`src/rtl/clkpm_pkg.sv`:
```
// Shared types for the clock-mode power management controller.
package clkpm_pkg;
    typedef enum logic [1:0] {
        PM_RUN  = 2'b00,
        PM_IDLE = 2'b01,
        PM_STOP = 2'b10
    } pm_state_e;
endpackage

```
`src/rtl/clkpm_prescale.sv`:
```
// Shared prescaler. It produces a one-cycle tick every N input clocks, where
// N is set by the active divide selection. The pending selection becomes
// active only on the rollover edge. Assumes all three ratios are at least 2.
// While halt is high the counter is held at zero and no tick is produced.
module clkpm_prescale #(
    parameter int DIV_FULL = 4,
    parameter int DIV_LOW1 = 64,
    parameter int DIV_LOW2 = 1024,
    localparam int DIV_MAX = (DIV_LOW2 > DIV_LOW1) ?
                             ((DIV_LOW2 > DIV_FULL) ? DIV_LOW2 : DIV_FULL) :
                             ((DIV_LOW1 > DIV_FULL) ? DIV_LOW1 : DIV_FULL),
    localparam int CW = $clog2(DIV_MAX)
) (
    input  logic       clk,
    input  logic       rst_n,
    input  logic       halt,
    input  logic       cfg_wr,
    input  logic [1:0] cfg_sel,
    output logic       tick,
    output logic [1:0] act_sel
);
    logic [1:0]    pend_sel;
    logic [1:0]    pend_nxt;
    logic [CW-1:0] cnt;
    logic [CW-1:0] last;

    // Map a selection code to its divide ratio; the reserved code runs at full speed.
    function automatic int ratio_of(input logic [1:0] s);
        case (s)
            2'b01:   ratio_of = DIV_LOW1;
            2'b10:   ratio_of = DIV_LOW2;
            default: ratio_of = DIV_FULL;
        endcase
    endfunction

    // Terminal count for the active ratio, and the selection a rollover would adopt.
    always_comb begin
        last     = CW'(ratio_of(act_sel) - 1);
        pend_nxt = cfg_wr ? cfg_sel : pend_sel;
        tick     = !halt && (cnt == last);
    end

    // Capture the software selection on each write strobe.
    always_ff @(posedge clk) begin
        if (!rst_n)      pend_sel <= 2'b00;
        else if (cfg_wr) pend_sel <= cfg_sel;
    end

    // Count, roll over, and adopt the pending selection only at the rollover.
    always_ff @(posedge clk) begin
        if (!rst_n) begin
            cnt     <= '0;
            act_sel <= 2'b00;
        end else if (halt) begin
            cnt     <= '0;
        end else if (tick) begin
            cnt     <= '0;
            act_sel <= pend_nxt;
        end else begin
            cnt     <= cnt + 1'b1;
        end
    end

    // the active selection moves only on a rollover edge.
    a_r3_sel_at_rollover: assert property (@(posedge clk) disable iff (!rst_n)
        (act_sel != $past(act_sel)) |-> $past(tick));
    // the counter never passes the terminal count of the active ratio.
    a_r2_cnt_in_range: assert property (@(posedge clk) disable iff (!rst_n)
        (cnt <= last) || $past(tick) || $past(halt));
    // a halted prescaler restarts from zero.
    a_r6_halt_clears: assert property (@(posedge clk) disable iff (!rst_n)
        $past(halt) |-> (cnt == '0));
endmodule

```
`src/rtl/clkpm_fsm.sv`:
```
// Run / idle / stop state machine. Set strobes are honoured only in run, with
// stop taking priority over idle. A wake request leaves idle or stop on the
// next edge. Assumes the strobes are already synchronous to clk.
module clkpm_fsm
    import clkpm_pkg::*;
(
    input  logic      clk,
    input  logic      rst_n,
    input  logic      idle_set,
    input  logic      stop_set,
    input  logic      wake_req,
    output pm_state_e state
);
    // Next-state selection and state register.
    always_ff @(posedge clk) begin
        if (!rst_n) begin
            state <= PM_RUN;
        end else begin
            case (state)
                PM_RUN: begin
                    if (stop_set)      state <= PM_STOP;
                    else if (idle_set) state <= PM_IDLE;
                end
                PM_IDLE, PM_STOP: begin
                    if (wake_req)      state <= PM_RUN;
                end
                default:               state <= PM_RUN;
            endcase
        end
    end

    // a wake request out of a low-power state gives run on the next cycle.
    a_r6_wake_exits: assert property (@(posedge clk) disable iff (!rst_n)
        (state != PM_RUN && wake_req) |=> (state == PM_RUN));
    // stop has priority over idle when both are requested in run.
    a_r5_stop_wins: assert property (@(posedge clk) disable iff (!rst_n)
        (state == PM_RUN && stop_set) |=> (state == PM_STOP));
    // without a wake, stop is held whatever set strobes arrive.
    a_r7_stop_holds: assert property (@(posedge clk) disable iff (!rst_n)
        (state == PM_STOP && !wake_req) |=> (state == PM_STOP));
endmodule

```
`src/rtl/clkpm_gate.sv`:
```
// Enable gating. The divided tick reaches the timer enable in run and idle,
// and the CPU enable in run only. Purely combinational.
module clkpm_gate
    import clkpm_pkg::*;
(
    input  pm_state_e state,
    input  logic      tick,
    output logic      cpu_ce,
    output logic      tmr_ce
);
    // Qualify the tick by the current state.
    always_comb begin
        cpu_ce = tick && (state == PM_RUN);
        tmr_ce = tick && (state != PM_STOP);
    end
endmodule

```
`src/rtl/clkpm_ctrl.sv`:
```
// Top of the clock-mode power management controller. It ties the prescaler,
// the state machine and the gating together and drives the status outputs.
// Assumes every input is synchronous to clk.
module clkpm_ctrl
    import clkpm_pkg::*;
#(
    parameter int DIV_FULL = 4,
    parameter int DIV_LOW1 = 64,
    parameter int DIV_LOW2 = 1024
) (
    input  logic       clk,
    input  logic       rst_n,
    input  logic       mode_wr,
    input  logic [1:0] mode_sel,
    input  logic       idle_set,
    input  logic       stop_set,
    input  logic       wake_req,
    output logic       cpu_ce,
    output logic       tmr_ce,
    output logic [1:0] pm_state,
    output logic [1:0] pm_div
);
    pm_state_e  state;
    logic       tick;
    logic [1:0] act_sel;

    clkpm_fsm u_fsm (
        .clk      (clk),
        .rst_n    (rst_n),
        .idle_set (idle_set),
        .stop_set (stop_set),
        .wake_req (wake_req),
        .state    (state)
    );

    clkpm_prescale #(
        .DIV_FULL (DIV_FULL),
        .DIV_LOW1 (DIV_LOW1),
        .DIV_LOW2 (DIV_LOW2)
    ) u_pre (
        .clk     (clk),
        .rst_n   (rst_n),
        .halt    (state == PM_STOP),
        .cfg_wr  (mode_wr),
        .cfg_sel (mode_sel),
        .tick    (tick),
        .act_sel (act_sel)
    );

    clkpm_gate u_gate (
        .state  (state),
        .tick   (tick),
        .cpu_ce (cpu_ce),
        .tmr_ce (tmr_ce)
    );

    // Status outputs.
    always_comb begin
        pm_state = state;
        pm_div   = act_sel;
    end

    // no enable leaves the block in stop.
    a_r5_stop_silent: assert property (@(posedge clk) disable iff (!rst_n)
        (pm_state == PM_STOP) |-> (!tmr_ce && !cpu_ce));
    // the CPU enable stays low in idle.
    a_r4_idle_cpu_off: assert property (@(posedge clk) disable iff (!rst_n)
        (pm_state == PM_IDLE) |-> !cpu_ce);
    // the CPU enable implies the timer enable.
    a_r9_cpu_in_tmr: assert property (@(posedge clk) disable iff (!rst_n)
        cpu_ce |-> tmr_ce);
    // the timer enable is a single-cycle pulse.
    a_r9_single_pulse: assert property (@(posedge clk) disable iff (!rst_n)
        tmr_ce |=> !tmr_ce);
endmodule

```
`config.mk`:
```
export PLATFORM = sky130hd
export DESIGN_NAME = clkpm_ctrl
export DESIGN_NICKNAME = d
export VERILOG_FILES = /design/src/rtl/clkpm_pkg.sv /design/src/rtl/clkpm_prescale.sv /design/src/rtl/clkpm_fsm.sv /design/src/rtl/clkpm_gate.sv /design/src/rtl/clkpm_ctrl.sv
export SDC_FILE = /design/constraint.sdc
export NUM_CORES = 1
export LEC_CHECK = 0
export BUFFER_PORTS_ARGS = -buffer_cell sky130_fd_sc_hd__buf_2
export CAP_MARGIN = 20
export CELL_PAD_IN_SITES_DETAIL_PLACEMENT = 1
export CELL_PAD_IN_SITES_GLOBAL_PLACEMENT = 1
export CORE_MARGIN = 5
export CORE_UTILIZATION = 39
export CTS_CLUSTER_DIAMETER = 200
export CTS_CLUSTER_SIZE = 20
export DETAILED_ROUTE_END_ITERATION = 16
export PLACE_DENSITY_LB_ADDON = 0.1
export SYNTH_ARGS = -nofsm -noshare
export SYNTH_HDL_FRONTEND = slang
export SYNTH_HIERARCHICAL = 1
export SYNTH_SLANG_ARGS = --single-unit
export TNS_END_PERCENT = 1
```
`constraint.sdc`:
```
create_clock -name clk -period 2.15 [get_ports clk]
set_input_delay 0.43 -clock clk [delete_from_list [all_inputs] [get_ports clk]]
set_output_delay 0.43 -clock clk [all_outputs]
set_load 0.05 [all_outputs]
```
[After elaboration in Yosys (flattened, before gate mapping)]
Index checks and enable logic that the tools add are counted.
Word-level totals
  memory bits (writable): 0
  output and inout port bits: 6
  bits in latches: 0
  bits in registers: 16
  memories kept: 0
  ROM bits: 0
  input port bits: 8
Operators by class
  $mul: 0
  add/subtract/negate cells: 2
  mux-type cells: 6
  equal/unequal tests: 8
  bitwise operators: 2
  reduce and logical (&&, ||, !) cells: 9
  shift-type cells: 0
  divide/modulo/power cells: 0
  $lt $le $gt $ge: 0
Operators with widths (number)
  $pmux 7 s2: 1
  $add 10x1->10 const B: 1
  $eq 10x10->1: 1
  $sub 10x1->10 const B: 1
  $mux 2: 4
  $eq 2x1->1 const B: 2
  $eq 2x2->1 const B: 2
  $ne 2x2->1 const B: 2
  $pmux 2 s2: 1
  $reduce_and 2->1: 2
  $logic_and 1x1->1: 3
  $ne 3x3->1 const B: 1
  $reduce_or 3->1: 1
  $logic_not 2->1: 1
  $not 1->1: 2
  $reduce_or 2->1: 1
  $logic_not 1->1: 1

[Depth between registers and ports, before layout]
  word-level depth: 6
  gate-level depth with buffers: 6
  depth with buffers taken out: 6

[Modules after synthesis]
Netlist, hierarchy kept.
Modules (own cells, without submodules)
  clkpm_prescale: cells each 64, sequential area each 280.3 µm², instances 1, area each 625.6 µm²
  clkpm_fsm: cells each 16, sequential area each 40.0 µm², instances 1, area each 118.9 µm²
  clkpm_gate: cells each 3, sequential area each 0.0 µm², instances 1, area each 18.8 µm²
  clkpm_ctrl: cells each 1, sequential area each 0.0 µm², instances 1, area each 13.8 µm²

[Least setup slack after synthesis]
No wires, ideal clock.
  path kind: flip-flop to output port
  from: register u_pre.act_sel[0]
  to: output port cpu_ce
  data required time: 1.720 ns
  slack: -1.283 ns
  arrival: 3.003 ns
  buffers on the path: 0
  cell stages (with the launch flop): 7
  cells stage by stage: dfxtp_1 > inv_1 > ha_1 > or4_1 > a2bb2oi_1 > nor3_4 > nor3b_1
Between the ends
  longest elaborated chain between the ends: 6
Ends and longest elaborated chain
  start, declared: RTL line clkpm_prescale.sv:20  | output logic [1:0] act_sel
  start signal, assigned: RTL line clkpm_prescale.sv:58  | act_sel <= pend_nxt;
  $eq 2x2->1 or $eq 2x1->1 (tied branches): RTL line clkpm_prescale.sv:29  | case (s)
  $pmux 7 s2 *: RTL line clkpm_prescale.sv:29
  $sub 10x1->10 *: RTL line clkpm_prescale.sv:38  | last = CW'(ratio_of(act_sel) - 1);
  $eq 10x10->1 *: RTL line clkpm_prescale.sv:40  | tick = !halt && (cnt == last);
  $logic_and 1x1->1 *: RTL line clkpm_prescale.sv:40
  via tick: RTL line clkpm_ctrl.sv:24  | logic tick;
  $logic_and 1x1->1 *: RTL line clkpm_gate.sv:13  | cpu_ce = tick && (state == PM_RUN);
  end, declared: RTL line clkpm_ctrl.sv:18  | output logic cpu_ce,
Mark *: on every way through the listed nets, which the timed path passes. The rest lies on a longest branch.

[Worst setup path after layout]
Same ends and word-level chain as after synthesis.

==> impl_metrics.csv <==
group,metric,value,unit
run_status,outcome,"finished, violations left",
run_status,violations,"negative setup slack",
sta,worst_pin_slew,0.478,ns
place,dp_hpwl,1500,um
cts,cts_tree,"done",
place,dp_slack,-0.148,ns
floorplan,fp.dieH,54.6,um
logic_synthesis,synth_seq_area_share,41.2,%
logic_synthesis,ys_ff_latch,16,
cts,cts.path.max_buffers,2,
floorplan,io_pins,14,
pwr,p_per_area,599,mW/mm^2
logic_synthesis,synthesis.area,777,sq um
global_routing,grt.overflow.total,0,
sta,post-route-period-util,114,%
worst_setup_path,cp.required,1.72,ns
worst_setup_path,startpoint_type,"register",
finish,finalNonFillerCells,138,
logic_synthesis,yosysWarnings,6,
sta,max-slew-margin-rel,68.1,%
route,drt_first_pass_iters,2,
sta,hold_violations,0,
job,drv_cap,0,
finish,mostFrequentLayoutCell,"dfxtp_1",
finish,utilization,55.0,%
worst_hold_path,min-delay-start,"idle_set",
worst_setup_path,cp-end-kind,"primary output",
sta,min_period,2.45,ns
sta,hold_ws,0.400,ns
logic_synthesis,async_flop_share,0,%
logic_synthesis,netlist-cell-type-count,27,
route,wl_per_cell,13.5,um
global_routing,grt_max_degree,11,
cts,cts_root_buffer,"clkbuf_4",
place,placed_area,965,sq um
route,via_per_inst,4.86,
floorplan,coreArea,0.00192,sq mm
pwr,intPower,0.000445,W
cts,numClockSinks,16,
finish,synthToLayoutAreaGrowth,36.1,%
finish,nNetsFinal,123,
global_routing,antenna_found_initial,0,
logic_synthesis,mappedNetlistNets,95,
place,placed_cells,131,
worst_setup_path,ff2ff_path_depth,8,
global_routing,gr-usage-all-layers,16.1,%
floorplan,std_cell_rows,16,
sta,worst_slack,-0.298,ns
pwr,power_frac_clock,24.9,%
pwr,switching_share,29.7,%
route,drt-total-wl,1870,um
route,vias,671,
logic_synthesis,ys.flop_type,"dfxtp_1",
floorplan,die_w,54.6,um
sta,max_freq,0.408,GHz
worst_setup_path,arrival,2.02,ns
worst_setup_path,r2r_slack,0.17,ns
worst_setup_path,path_class,"register to primary output",
global_routing,grt_pass1_vias,758,
worst_setup_path,r2r_end,"u_pre/act_sel[1]$_SDFFE_PN0P_",
pwr,pwr-share-comb,22.8,%
logic_synthesis,avgSynthCellArea,9.25,sq um
sta,slew_violations,0,
pwr,peakVddDrop,0.000424,V
worst_setup_path,r2r_start,"u_pre/act_sel[0]$_SDFFE_PN0P_",
worst_hold_path,hold_class,"input port to register",
sta,grt_setup_unrepaired,"true",
finish,drive_gt1_share,35.1,%
pwr,switchingPower,0.000188,W
sta,finClkSkew,0.0105,ns
global_routing,grt_pass1_wl,3310,um
finish,final_cell_mix,"dfxtp_1 (14), nor2_1 (12), buf_2 (11)",
worst_setup_path,cp_max_fo,3,
cts,numCtsBuffers,3,
logic_synthesis,synthCells,84,
pwr,p_leak,0.456,nW
floorplan,die_area,0.00298,sq mm
place,port_buffers,13,
sta,setup_viol,2,
logic_synthesis,synth_edf_count,0,
route,ant_nets,0,
worst_hold_path,hold_depth,3,
worst_hold_path,min_to,"u_fsm/state[0]$_SDFFE_PN0P_",
finish,n_antenna_cell,0,
cts,clk_latency,0.28,ns
pwr,p_seq_share,52.3,%
cts,clkTransAtPathRegs,0.09,ns
finish,finalInstanceArea,0.00106,sq mm
floorplan,start_util,40.4,%
cts,htree_levels,1,
place,routabilityCongestion,0.744,
route,drt_iter0_drc,4,
route,drcViolationCount,0,
## routing by layer
metal,global-route usage (%),share of wire (%),vias to the layer above
met5,0,0,-
met4,8.71,2.0,0
met3,3.27,2.9,4
met2,29.3,54,9
met1,16.9,41,320
li1,-,-,338
## power groups by stage
stage / Sequential (W) / Combinational (W) / Clock (W)
detailed placement: 0.000338 / 0.000136 / 0
floorplan: 0.000353 / 0.0000782 / 0
global route: 0.000335 / 0.000159 / 0.000182
CTS: 0.000332 / 0.000146 / 0.000167
finish: 0.000331 / 0.000145 / 0.000158
global placement: 0.000336 / 0.000130 / 0
## metrics by stage
step / power (W) / TNS [ns]
after floorplan: 0.000431 / -0.373
after global placement: 0.000466 / -0.0621
after detailed placement: 0.000474 / -0.256
after CTS: 0.000644 / -0.611
after global routing: 0.000676 / -0.758
final: 0.000633 / -0.559
## worst max-delay path, cell delays in order, from the launching register on
cell and delay [ns]:
dfxtp_4 0.35, inv_2 0.04, ha_4 0.15, or4_4 0.42, a2bb2oi_4 0.16, nor3_4 0.20, nor3b_4 0.22, buf_6 0.18
## flip-flops by register name, indices dropped and copies added (netlist names)
signal          cells
u_pre/cnt          10
u_fsm/state         2
u_pre/act_sel       2
u_pre/pend_sel      2
## synthesized netlist by cell type (2+ instances only)
master / count / area (sq um)
a21oi_1: 2 / 10.0
nor2_1: 12 / 45.0
o21ai_1: 2 / 10.0
nand3_1: 2 / 10.0
nand4_1: 3 / 18.8
ha_1: 3 / 37.5
dfxtp_1: 16 / 320
mux2i_1: 2 / 20.0
mux2_1: 2 / 22.5
nor2b_1: 5 / 31.3
and3_1: 3 / 18.8
and2_1: 4 / 25.0
nand2_1: 3 / 11.3
xor2_1: 6 / 52.6
xnor2_1: 2 / 17.5
inv_1: 6 / 22.5
## worst max-delay path by stage
| stage | from | endpoint | slack (ns) | cells past startpoint |
|---|---|---|---|---|
| 6_report | u_pre/act_sel[0]$_SDFFE_PN0P_ | cpu_ce | -0.30 | 7 |
| 3_3_place_gp | u_pre/act_sel[0]$_SDFFE_PN0P_ | cpu_ce | -0.04 | 7 |
| 4_1_cts | u_pre/act_sel[0]$_SDFFE_PN0P_ | cpu_ce | -0.33 | 7 |
| 2_1_floorplan | u_pre/act_sel[0]$_SDFFE_PN0P_ | cpu_ce | -0.25 | 6 |
| 5_1_grt | u_pre/act_sel[0]$_SDFFE_PN0P_ | cpu_ce | -0.41 | 7 |
| 3_5_place_dp | u_pre/act_sel[0]$_SDFFE_PN0P_ | cpu_ce | -0.15 | 7 |
## logic make-up after synthesis
kind of cell | after synthesis | share of synthesized area (%)
adders and majority gates | 3 | 4.83
muxes | 4 | 5.47
xor gates and xnor gates | 8 | 9.02
and+or+nand+nor | 39 | 29.6
buffers and inverters | 6 | 2.90
AOI/OAI and AO/OA | 8 | 6.93
DFF | 16 | 41.2
## layout make-up
type | count | area, sq um
Fill cell | 233 | 865
Multi-Input combinational cell | 62 | 497
Sequential cell | 16 | 325
Timing Repair Buffer | 23 | 153
Tap cell | 27 | 33.8
Clock buffer | 4 | 26.3
Inverter | 6 | 22.5
## timing repair
| action | in CTS | in global routing |
|---|---|---|
| hold buffers | 0 | 0 |
| pin swaps | 1 | 0 |
| setup buffers | 3 | 0 |
| setup endpoints to repair | 2 | 2 |
| gates resized for setup | 8 | 0 |
(Power assumes the default switching activity.)
